[src/rtl/sap_pkg.sv]
package sap_pkg;
  localparam int unsigned HANDOFF_DLY = 12;

  typedef struct packed {
    logic       tx_off;
    logic       rel_now;
    logic       gen;
    logic [1:0] len;
    logic       lb_en;
    logic       lb_ana;
  } sap_cfg_t;
endpackage

[src/rtl/sap_cfg.sv]
module sap_cfg
  import sap_pkg::*;
(
  input  logic       clk_i,
  input  logic       rst_ni,
  input  logic       we_i,
  input  logic [6:0] ctrl_i,
  input  logic [7:0] test_i,
  output sap_cfg_t   cfg_o,
  output logic       err_o
);
  logic [1:0] len_raw, src_raw;
  logic       gen_raw, bad;
  sap_cfg_t   cfg_d, cfg_q;
  logic       err_q;

  always_comb begin
    len_raw = ctrl_i[1:0];
    src_raw = ctrl_i[3:2];
    gen_raw = ctrl_i[4];
    bad = (len_raw == 2'b11) || (|test_i[7:2]) ||
          ((src_raw == 2'b00) && ((len_raw != 2'b10) || gen_raw));
    cfg_d.tx_off  = ctrl_i[6];
    cfg_d.rel_now = ctrl_i[5];
    // serial clock as master clock pins the port to slave at 256 bits
    cfg_d.gen     = (src_raw == 2'b00) ? 1'b0 : gen_raw;
    cfg_d.len     = (src_raw == 2'b00) ? 2'b10 :
                    (len_raw == 2'b11) ? 2'b00 : len_raw;
    cfg_d.lb_en   = test_i[0];
    cfg_d.lb_ana  = test_i[1];
  end

  always_ff @(posedge clk_i or negedge rst_ni) begin
    if (!rst_ni) begin
      cfg_q <= '{tx_off: 1'b1, default: '0};
      err_q <= 1'b0;
    end else if (we_i) begin
      cfg_q <= cfg_d;
      err_q <= err_q | bad;
    end
  end

  assign cfg_o = cfg_q;
  assign err_o = err_q;

  a_r14_err_sticky: assert property (@(posedge clk_i) disable iff (!rst_ni)
    err_q |=> err_q);
  a_r13_forced_slave: assert property (@(posedge clk_i) disable iff (!rst_ni)
    (we_i && ctrl_i[3:2] == 2'b00) |=> (!cfg_q.gen && cfg_q.len == 2'b10));
endmodule

[src/rtl/sap_clkgen.sv]
module sap_clkgen (
  input  logic clk_i,
  input  logic rst_ni,
  input  logic restart_i,
  input  logic gen_i,
  input  logic sclk_i,
  input  logic fsync_i,
  input  logic sdi_i,
  output logic sclk_o,
  output logic rise_o,
  output logic fall_o,
  output logic fsync_s_o,
  output logic sdi_s_o
);
  logic       sclk_q;
  logic [2:0] sck_s;
  logic [1:0] fs_s, sd_s;

  always_ff @(posedge clk_i or negedge rst_ni) begin
    if (!rst_ni) begin
      sclk_q <= 1'b0;
      sck_s  <= '0;
      fs_s   <= '0;
      sd_s   <= '0;
    end else begin
      sck_s <= {sck_s[1:0], sclk_i};
      fs_s  <= {fs_s[0], fsync_i};
      sd_s  <= {sd_s[0], sdi_i};
      if (restart_i)  sclk_q <= 1'b1;
      else if (gen_i) sclk_q <= ~sclk_q;
    end
  end

  assign rise_o    = gen_i ? ~sclk_q : (sck_s[1] & ~sck_s[2]);
  assign fall_o    = gen_i ?  sclk_q : (~sck_s[1] & sck_s[2]);
  assign fsync_s_o = fs_s[1];
  assign sdi_s_o   = sd_s[1];
  assign sclk_o    = sclk_q;

  a_r2_master_toggle: assert property (@(posedge clk_i) disable iff (!rst_ni)
    (gen_i && !restart_i) |=> (sclk_q != $past(sclk_q)));
endmodule

[src/rtl/sap_frame.sv]
module sap_frame #(
  parameter int unsigned W = 16
) (
  input  logic         clk_i,
  input  logic         rst_ni,
  input  logic         restart_i,
  input  logic         gen_i,
  input  logic [1:0]   len_i,
  input  logic         lb_en_i,
  input  logic         lb_ana_i,
  input  logic         rise_i,
  input  logic         fall_i,
  input  logic         fsync_s_i,
  input  logic         sdi_s_i,
  input  logic [W-1:0] tx_word_i,
  output logic         sdo_o,
  output logic         fsync_o,
  output logic [W-1:0] rx_word_o,
  output logic         rx_valid_o
);
  localparam int unsigned IW       = $clog2(W);
  localparam logic [7:0]  W_L      = 8'(W);
  localparam logic [7:0]  LAST_BIT = 8'(W - 1);

  logic [7:0]   pos_q, last, nxt, cur, tsel, rsel;
  logic [W-1:0] tx_lat_q, stub_q, rx_sh_q, rx_word_q;
  logic         sdo_q, fsync_q, rx_valid_q, tbit, rbit;

  always_comb begin
    case (len_i)
      2'b01:   last = 8'd127;
      2'b10:   last = 8'd255;
      default: last = 8'd63;
    endcase
    nxt  = (pos_q >= last) ? 8'd0 : pos_q + 8'd1;
    cur  = (!gen_i && fsync_s_i) ? 8'd0 : pos_q;
    tsel = LAST_BIT - nxt;
    rsel = LAST_BIT - cur;
    tbit = (nxt < W_L) ? tx_lat_q[tsel[IW-1:0]] : 1'b0;
    rbit = !lb_en_i ? sdi_s_i : (lb_ana_i ? stub_q[rsel[IW-1:0]] : sdo_q);
  end

  always_ff @(posedge clk_i or negedge rst_ni) begin
    if (!rst_ni) begin
      pos_q      <= 8'hFF;
      tx_lat_q   <= '0;
      stub_q     <= '0;
      rx_sh_q    <= '0;
      rx_word_q  <= '0;
      sdo_q      <= 1'b0;
      fsync_q    <= 1'b0;
      rx_valid_q <= 1'b0;
    end else if (restart_i) begin
      pos_q      <= 8'hFF;  // next falling edge opens frame bit 0
      sdo_q      <= 1'b0;
      fsync_q    <= 1'b0;
      rx_valid_q <= 1'b0;
    end else begin
      rx_valid_q <= 1'b0;
      if (fall_i) begin
        pos_q   <= nxt;
        fsync_q <= gen_i && (nxt == 8'd0);
        if (nxt == 8'd0) begin
          tx_lat_q <= tx_word_i;
          stub_q   <= tx_lat_q;
          sdo_q    <= tx_word_i[W-1];
        end else begin
          sdo_q <= tbit;
        end
      end else if (rise_i) begin
        pos_q <= cur;
        if (cur < W_L) begin
          rx_sh_q <= {rx_sh_q[W-2:0], rbit};
          if (cur == LAST_BIT) begin
            rx_word_q  <= {rx_sh_q[W-2:0], rbit};
            rx_valid_q <= 1'b1;
          end
        end
      end
    end
  end

  assign sdo_o      = sdo_q;
  assign fsync_o    = fsync_q;
  assign rx_word_o  = rx_word_q;
  assign rx_valid_o = rx_valid_q;

  a_r4_valid_pulse: assert property (@(posedge clk_i) disable iff (!rst_ni)
    rx_valid_q |=> !rx_valid_q);
  a_r1_pos_in_frame: assert property (@(posedge clk_i) disable iff (!rst_ni)
    (pos_q != 8'hFF) |-> (pos_q <= last));
endmodule

[src/rtl/sap_handoff.sv]
module sap_handoff
  import sap_pkg::*;
(
  input  logic clk_i,
  input  logic rst_ni,
  input  logic gen_i,
  input  logic rel_now_i,
  input  logic dc_i,
  input  logic fall_i,
  output logic drive_o
);
  localparam int unsigned CW = $clog2(HANDOFF_DLY + 1);
  localparam logic [CW-1:0] DLY = CW'(HANDOFF_DLY);

  logic          dc_q, rel_q;
  logic [CW-1:0] cnt_q;

  always_ff @(posedge clk_i or negedge rst_ni) begin
    if (!rst_ni) begin
      dc_q  <= 1'b1;
      rel_q <= 1'b0;
      cnt_q <= '0;
    end else begin
      dc_q <= dc_i;
      if (dc_i) begin
        rel_q <= 1'b0;
        cnt_q <= '0;
      end else if (dc_q) begin
        if (rel_now_i) rel_q <= 1'b1;
        else           cnt_q <= DLY;
      end else if (fall_i && cnt_q != '0) begin
        cnt_q <= cnt_q - 1'b1;
        if (cnt_q == CW'(1)) rel_q <= 1'b1;
      end
    end
  end

  assign drive_o = gen_i & ~rel_q;

  a_r9_release_now: assert property (@(posedge clk_i) disable iff (!rst_ni)
    (dc_q && !dc_i && rel_now_i) |=> !drive_o);
  a_r10_cnt_bound: assert property (@(posedge clk_i) disable iff (!rst_ni)
    cnt_q <= DLY);
  a_r11_dc_high_holds: assert property (@(posedge clk_i) disable iff (!rst_ni)
    dc_q |-> (!rel_q && cnt_q == '0));
endmodule

[src/rtl/sap_frame_port.sv]
module sap_frame_port
  import sap_pkg::*;
#(
  parameter int unsigned W = 16
) (
  input  logic         clk_i,
  input  logic         rst_ni,
  input  logic         cfg_we_i,
  input  logic [6:0]   ctrl_i,
  input  logic [7:0]   test_i,
  input  logic         dc_i,
  input  logic [W-1:0] tx_word_i,
  input  logic         sclk_i,
  input  logic         fsync_i,
  input  logic         sdi_i,
  output logic         sclk_o,
  output logic         sclk_oe_o,
  output logic         fsync_o,
  output logic         fsync_oe_o,
  output logic         sdo_o,
  output logic         sdo_oe_o,
  output logic [W-1:0] rx_word_o,
  output logic         rx_valid_o,
  output logic         cfg_err_o
);
  sap_cfg_t cfg;
  logic     rise, fall, fsync_s, sdi_s, drive;

  sap_cfg u_cfg (
    .clk_i, .rst_ni, .we_i(cfg_we_i), .ctrl_i, .test_i,
    .cfg_o(cfg), .err_o(cfg_err_o)
  );

  sap_clkgen u_clkgen (
    .clk_i, .rst_ni, .restart_i(cfg_we_i), .gen_i(cfg.gen),
    .sclk_i, .fsync_i, .sdi_i, .sclk_o,
    .rise_o(rise), .fall_o(fall), .fsync_s_o(fsync_s), .sdi_s_o(sdi_s)
  );

  sap_frame #(.W(W)) u_frame (
    .clk_i, .rst_ni, .restart_i(cfg_we_i), .gen_i(cfg.gen), .len_i(cfg.len),
    .lb_en_i(cfg.lb_en), .lb_ana_i(cfg.lb_ana), .rise_i(rise), .fall_i(fall),
    .fsync_s_i(fsync_s), .sdi_s_i(sdi_s), .tx_word_i,
    .sdo_o, .fsync_o, .rx_word_o, .rx_valid_o
  );

  sap_handoff u_handoff (
    .clk_i, .rst_ni, .gen_i(cfg.gen), .rel_now_i(cfg.rel_now),
    .dc_i, .fall_i(fall), .drive_o(drive)
  );

  assign sclk_oe_o  = drive;
  assign fsync_oe_o = drive;
  assign sdo_oe_o   = ~cfg.tx_off;

  a_r6_sdo_oe_reset: assert property (@(posedge clk_i) disable iff (!rst_ni)
    $rose(sdo_oe_o) |-> $past(cfg_we_i));
endmodule

[config.mk]
export PLATFORM = sky130hd
export DESIGN_NAME = sap_frame_port
export DESIGN_NICKNAME = d
export VERILOG_FILES = /design/src/rtl/sap_pkg.sv /design/src/rtl/sap_cfg.sv /design/src/rtl/sap_clkgen.sv /design/src/rtl/sap_frame.sv /design/src/rtl/sap_handoff.sv /design/src/rtl/sap_frame_port.sv
export SDC_FILE = /design/constraint.sdc
export NUM_CORES = 1
export LEC_CHECK = 0
export BUFFER_PORTS_ARGS = -buffer_cell sky130_fd_sc_hd__buf_2
export CAP_MARGIN = 20
export CORE_MARGIN = 4
export CORE_UTILIZATION = 57
export CTS_CLUSTER_DIAMETER = 100
export DETAILED_ROUTE_END_ITERATION = 10
export MAX_ROUTING_LAYER = met4
export PLACE_DENSITY = 0.8
export SLEW_MARGIN = 10
export SYNTH_ARGS = -nofsm -noshare
export SYNTH_HDL_FRONTEND = slang
export SYNTH_SLANG_ARGS = --single-unit
[constraint.sdc]
create_clock -name clk_i -period 3.06 [get_ports clk_i]
set_clock_uncertainty 0.05 [all_clocks]
set_input_delay 0.153 -clock clk_i [delete_from_list [all_inputs] [get_ports clk_i]]
set_output_delay 0.153 -clock clk_i [all_outputs]
set_load 0.05 [all_outputs]
==> results.json, run 1 <==
{
  "power_leakage_nw": 2.43,
  "pre_cts_ws_ns": 0.338,
  "grt_max_degree": 52,
  "crit_path_max_fanout": 34,
  "ys_dominant_reg_cell": "dfrtp_1",
  "swShare_pct": 32.6,
  "maxSlewHeadroom_pct": 57.1,
  "drt-pass1-iter-count": 4,
  "clk_latency_ns": 0.37,
  "worstMarginPinSlew_ns": 0.643,
  "drive_gt1_share_pct": 37.6,
  "cp_data_required_time_ns": 3.27,
  "netSwitchingPower_w": 0.00118,
  "synth.distinct_cells": 54,
  "rsz0062_at_grt": "false",
  "crit_path_start_kind": "flop",
  "fin_ws_ns": 0.289,
  "synth.area.top_cells": "dfrtp_1 49%, mux2_2 17%, dfstp_2 6.0%",
  "antenna_found_initial": 0,
  "placed_cell_area_um2": 4790,
  "critPathKind": "reg -> reg",
  "cts_hold_buf": 27,
  "grt_util_all_layers_pct": 21.7,
  "combPwrFrac_pct": 26.2,
  "cts_resized": 0,
  "max-vdd-ir-drop_v": 0.000621,
  "viasPerCell": 5.77,
  "n_antenna_cell": 0,
  "arrival_ns": 2.98,
  "wl_per_cell_um": 16.3,
  "ys.warnings.count": 0,
  "final_util_pct": 71.3,
  "ctsLongestPathBuffers": 2,
  "wl_mm": 8.80,
  "reg2regPathDepth": 7,
  "cts_root_buf": "clkbuf_8",
  "whs_path_depth": 3,
  "hold_path.class": "in -> reg",
  "synth-seq-cells": 96,
  "post-route-period-util_pct": 90.6,
  "p_int_w": 0.00245,
  "clkSinkCount": 96,
  "synth_cells": 349,
  "die_area_um2": 9190,
  "syn2layout_area_growth_pct": 19.4,
  "slowest_stage": "dfstp_2",
  "fp.dieW_um": 95.9,
  "routabilityCongestion": 0.897,
  "p_seq_share_pct": 50.5,
  "maxCapViolations": 0,
  "maxSlewViolCount": 0,
  "drt-initial-drc-count": 170,
  "clkTransAtPathRegs_ns": 0.10,
  "syn-num-nets": 394,
  "dp_hpwl_mm": 6.02,
  "hold_viol_final": 0,
  "start_util_pct": 59.7,
  "numPortBuffers": 61,
  "synth_edf_count": 0,
  "critical_path.endpoint_type": "flop",
  "tritoncts": "done",
  "post_cts_buffers": 0,
  "regArea_um2": 2410,
  "finalSetupTns_ns": 0,
  "grt_pass1_vias": 3137,
  "overflow": 0,
  "ios": 62,
  "core_area_um2": 7370,
  "yosysSeqAreaShare_pct": 54.9,
  "die_height_um": 95.9,
  "netlist_area_um2": 4400,
  "synth-async-reset-ratio_pct": 100,
  "nFillCells": 521,
  "multi_input_area_um2": 1830,
  "avgSynthCellArea_um2": 12.6,
  "setup_viol": 0,
  "drc": 0,
  "period_needed_ns": 2.77,
  "synth_area_leader_cell": "dfrtp_1",
  "cts_buffers": 9,
  "ant_nets": 0,
  "powerDensity_nw_per_um2": 692,
  "grt_pass1_wl_mm": 14.8,
  "synth_top_area_share_pct": 48.9,
  "vias": 3116,
  "fmax_ghz": 0.361,
  "finalNetCount": 481,
  "cts-htree-levels": 3,
  "p_clk_share_pct": 23.3,
  "outcome": "finished, final reports clean",
  "stdcell_area_um2": 5260,
  "placementRows": 31,
  "crit_chain": "ha_1 > nand4_1 > o21ai_1 > nor3_1 > nor3b_4 > buf_12 > mux2_2",
  "cpPeakStageDelay_ns": 0.69
}
cells in the mapped netlist, drive strengths merged, types with 3 or more instances:
master / number
dfrtp: 86
mux2: 67
nand2: 17
inv: 15
a21oi: 12
nor2: 12
o21ai: 12
dfstp: 10
buf: 9
clkbuf: 9
ha: 7
nor3: 6
a211oi: 5
a311oi: 5
nor2b: 5
mux2i: 4
nand3: 4
nand4: 4
nor3b: 4
o22ai: 4
xnor2: 4
a211o: 3
a21o: 3
a221o: 3
nand2b: 3
nand3b: 3
o2111ai: 3
xor2: 3
final cells by class:
type,count,share of cell area [%]
clock buffers,10,2.43
repair buffers,94,12.1
inverters,15,1.07
clock inverters,6,1.38
flip-flops and latches,96,45.9
well taps,99,2.36
multi-input cells,220,34.7
power by group through the flow:
stage | sequential, W | clock (W) | combinational, W
2_1_floorplan | 0.00182 | 0 | 0.000681
3_3_place_gp | 0.00183 | 0 | 0.000883
3_5_place_dp | 0.00186 | 0 | 0.000923
4_1_cts | 0.00183 | 0.000877 | 0.000957
5_1_grt | 0.00187 | 0.000930 | 0.00105
6_report | 0.00184 | 0.000849 | 0.000954
per-layer routing:
| layer | global-route usage, % | wire [um] | vias to the layer above |
|---|---|---|---|
| met3 | 5.47 | 508 | 17 |
| li1 | - | - | 1442 |
| met1 | 27.7 | 3780 | 1563 |
| met4 | 7.58 | 159 | 0 |
| met2 | 33.9 | 4360 | 94 |
| met5 | - | 0 | - |
logic make-up (layout without fill, tap and decap cells):
kind of cell,count (synthesis),after routing,synth area share [%]
DFF,96,96,54.9
muxes,73,73,19.1
and+or+nand+nor,70,70,8.87
AOI/OAI and AO/OA,63,63,10.1
buffers and inverters,33,125,3.67
adders and majority gates,7,7,1.99
xor gates and xnor gates,7,7,1.39
placed cells by master, fill, tap and decap left out, types with 7 or more instances in the layout:
| cell type | count |
|---|---|
| a21oi_1 | 12 |
| buf_2 | 60 |
| clkbuf_8 | 9 |
| dfrtp_1 | 86 |
| dfstp_2 | 10 |
| dlygate4sd3_1 | 27 |
| ha_1 | 7 |
| inv_1 | 15 |
| mux2_2 | 65 |
| nand2_1 | 17 |
| nor2_1 | 12 |
| o21ai_0 | 10 |
worst max-delay path: cells and delay by family (launching register included):
| family | cells | cell delay [ns] |
|---|---|---|
| AND/OR/NAND/NOR | 3 | 0.58 |
| multiplexers | 1 | 0.36 |
| buffers and inverters | 1 | 0.23 |
| flip-flops | 1 | 0.69 |
| adder cells (fa/ha/maj) | 1 | 0.29 |
| AO/OA/AOI/OAI | 1 | 0.43 |
sequential cells by signal, summed over array words and instances, names as in the netlist, 2 cells and up:
register           count
u_cfg.cfg_o            7
u_clkgen.fs_s          2
u_clkgen.sck_s         3
u_clkgen.sd_s          2
u_frame.pos_q          8
u_frame.rx_sh_q       15
u_frame.rx_word_o     16
u_frame.stub_q        16
u_frame.tx_lat_q      16
u_handoff.cnt_q        4
path summary, 6_finish.rpt:
kind                                        from                 to  slack (ns)
worst max-delay path            u_frame.pos_q[0]  u_frame.stub_q[1]        0.29
worst min-delay path                   ctrl_i[0]     u_cfg.cfg_o[2]        0.03
worst max register to register  u_frame.pos_q[0]  u_frame.stub_q[1]        0.29
worst min register to register  u_clkgen.sd_s[0]   u_clkgen.sd_s[1]        0.31
max in group asynchronous                 rst_ni     u_handoff.dc_q        1.84
min in group asynchronous                 rst_ni     u_cfg.cfg_o[3]        0.29
per-stage QoR:
stage                     hold slack (ns)  instances  total power [W]
after floorplan                    -0.193        349          0.00250
after global placement              0.170        497          0.00272
after detailed placement            0.165        497          0.00278
after CTS                         0.00937        540          0.00367
after global routing               0.0211        540          0.00385
final                              0.0256        540          0.00364
Note: power is estimated with default switching activity, not from simulation.
==> run 2: changes to the inputs <==
--- a/config.mk
+++ b/config.mk
@@ -5,14 +5,15 @@
 export SDC_FILE = /design/constraint.sdc
 export NUM_CORES = 1
 export LEC_CHECK = 0
+export ABC_AREA = 1
 export BUFFER_PORTS_ARGS = -buffer_cell sky130_fd_sc_hd__buf_2
 export CAP_MARGIN = 20
 export CORE_MARGIN = 4
-export CORE_UTILIZATION = 57
+export CORE_UTILIZATION = 58
 export CTS_CLUSTER_DIAMETER = 100
 export DETAILED_ROUTE_END_ITERATION = 10
 export MAX_ROUTING_LAYER = met4
-export PLACE_DENSITY = 0.8
+export PLACE_DENSITY = 0.81
 export SLEW_MARGIN = 10
 export SYNTH_ARGS = -nofsm -noshare
 export SYNTH_HDL_FRONTEND = slang
==> results.json, run 2 <==
{
  "stdcell_area_um2": 5450,
  "die_height_um": 97.4,
  "synth_top_area_share_pct": 46.4,
  "rrSetupSlack_ns": 0.38,
  "synth_cells": 547,
  "layout_common_cells": "132 x nand2_1, 86 x dfrtp_1, 74 x inv_1, 60 x buf_2, 44 x nor2_1",
  "crit_path_start_kind": "flop",
  "slowest_stage": "a21oi_2",
  "wl_per_cell_um": 14.0,
  "period_needed_ns": 2.68,
  "netSwitchingPower_w": 0.00140,
  "finalSetupTns_ns": 0,
  "combPwrFrac_pct": 31.6,
  "grt_pass1_wl_mm": 18.4,
  "critPathKind": "reg -> reg",
  "dp_hpwl_mm": 7.54,
  "fp.dieW_um": 97.4,
  "maxSlewViolCount": 0,
  "wl_mm": 10.4,
  "placed_cell_area_um2": 5020,
  "post_cts_buffers": 0,
  "rsz0062_at_grt": "false",
  "cts_root_buf": "clkbuf_8",
  "worstMarginPinSlew_ns": 0.545,
  "yosysSeqAreaShare_pct": 52.1,
  "multi_input_area_um2": 1800,
  "maxCapViolations": 0,
  "syn2layout_area_growth_pct": 17.6,
  "failed_checks": "negative hold slack",
  "drt-initial-drc-count": 313,
  "ys.warnings.count": 0,
  "clkSinkCount": 96,
  "max-vdd-ir-drop_v": 0.000425,
  "viasPerCell": 5.29,
  "syn-num-nets": 592,
  "nFillCells": 584,
  "post-route-period-util_pct": 87.5,
  "routabilityCongestion": 0.978,
  "numPortBuffers": 61,
  "vias": 3909,
  "hold_path.class": "in -> reg",
  "p_seq_share_pct": 46.5,
  "grt_util_all_layers_pct": 23.9,
  "cts_hold_buf": 23,
  "ant_nets": 0,
  "clkTransAtPathRegs_ns": 0.10,
  "busiest_layer": "met2",
  "ctsLongestPathBuffers": 2,
  "fmax_ghz": 0.373,
  "synth_area_leader_cell": "dfrtp_1",
  "netlist_area_um2": 4630,
  "placementRows": 32,
  "finalNetCount": 677,
  "crit_path_max_fanout": 13,
  "synth_edf_count": 0,
  "synth.distinct_cells": 37,
  "drive_gt1_share_pct": 21.2,
  "power.total_w": 0.00371,
  "clk_latency_ns": 0.37,
  "grt_util_met2_pct": 38.3,
  "synth.area.top_cells": "dfrtp_1 46%, nand2_1 11%, inv_1 6.0%",
  "cts_buffers": 9,
  "cpPeakStageDelay_ns": 0.42,
  "arrival_ns": 2.92,
  "cp_data_required_time_ns": 3.30,
  "n_antenna_cell": 0,
  "p_int_w": 0.00231,
  "cp_top_family": "simple AND/OR/NAND/NOR gates",
  "outcome": "finished with violations",
  "layout_commonest_cell": "nand2_1",
  "grt.met3_usage_pct": 4.81,
  "maxSlewHeadroom_pct": 63.6,
  "cts-htree-levels": 3,
  "synth_common_cells": "132 x nand2_1, 86 x dfrtp_1, 74 x inv_1",
  "critical_path.endpoint_type": "flop",
  "start_util_pct": 60.0,
  "swShare_pct": 37.9,
  "die_area_um2": 9480,
  "crit_chain": "inv_1 > ha_1 > inv_1 > ha_1 > a21oi_2 > nand2_4 > inv_4 > nand2_1 > nor2_1 > nor2_2 > nand3_2 > buf_4 > nor2_1 > a21oi_2",
  "core_area_um2": 7730,
  "hold_viol_final": 1,
  "cts_resized": 0,
  "regArea_um2": 2410,
  "power_leakage_nw": 2.82,
  "yosysMostFrequentCell": "nand2_1",
  "grt_max_degree": 43,
  "drt-pass1-iter-count": 5,
  "setup_viol": 0,
  "antenna_found_initial": 0,
  "path_buf_inv": 4,
  "final_util_pct": 70.5,
  "ys_dominant_reg_cell": "dfrtp_1",
  "powerDensity_nw_per_um2": 681,
  "grt.met1_usage_pct": 31.8,
  "tritoncts": "done",
  "synth-seq-cells": 96,
  "synth-async-reset-ratio_pct": 100,
  "hold_slack_ns": -0.000891,
  "grt_pass1_vias": 4043,
  "overflow": 0,
  "drc": 0,
  "p_clk_share_pct": 21.9,
  "avgSynthCellArea_um2": 8.47,
  "ios": 62
}
-- run 2: worst min-delay path, cell delays in order --
cell,delay (ns)
buf_2,0.10
inv_1,0.07
o21ai_2,0.06
-- run 2: power by group through the flow --
stage          Clock (W)  Sequential (W)  Combinational, W
5_1_grt         0.000879         0.00175           0.00134
2_1_floorplan          0         0.00171          0.000858
3_3_place_gp           0         0.00174           0.00110
6_report        0.000813         0.00172           0.00117
3_5_place_dp           0         0.00175           0.00114
4_1_cts         0.000823         0.00172           0.00117
-- run 2: final timing paths --
check	from	endpoint	depth (start not counted)
setup / recovery	u_cfg.cfg_o[2]	u_frame.tx_lat_q[0]	14
hold / removal	tx_word_i[15]	u_frame.tx_lat_q[15]	3
setup reg to reg	u_cfg.cfg_o[2]	u_frame.tx_lat_q[0]	14
hold reg to reg	u_clkgen.sck_s[0]	u_clkgen.sck_s[1]	0
max in group asynchronous	rst_ni	u_frame.pos_q[0]	3
min in group asynchronous	rst_ni	u_cfg.cfg_o[2]	2
-- run 2: layer usage --
layer | share of wire [%] | up-vias | wire [um]
met1 | 43 | 1844 | 4480
met3 | 6.1 | 20 | 630
met4 | 1.7 | 0 | 179
li1 | - | 1932 | -
met5 | 0 | - | 0
met2 | 49 | 113 | 5070
-- run 2: cell families after synthesis --
| kind of cell | synth area share, % |
|---|---|
| xor+xnor | 0.189 |
| simple gates | 22.9 |
| buf+inv | 8.99 |
| flops | 52.1 |
| fa+ha+maj | 1.89 |
| compound gates | 13.9 |
-- run 2: through the flow --
step	setup WS, ns	std cells	hold WS, ns
after CTS	0.387	739	0.00196
final	0.382	739	-0.000891
after global placement	0.565	700	0.120
after detailed placement	0.421	700	0.125
after floorplan	0.846	547	-0.193
after global routing	0.121	739	0.0199
-- run 2: layout make-up --
type	instances	share of cell area, %
Timing Repair Buffer	92	11.2
Tap cell	102	2.34
Sequential cell	96	44.3
Inverter	79	5.49
Clock inverter	6	1.08
Clock buffer	10	2.53
Multi-Input combinational cell	354	33.1
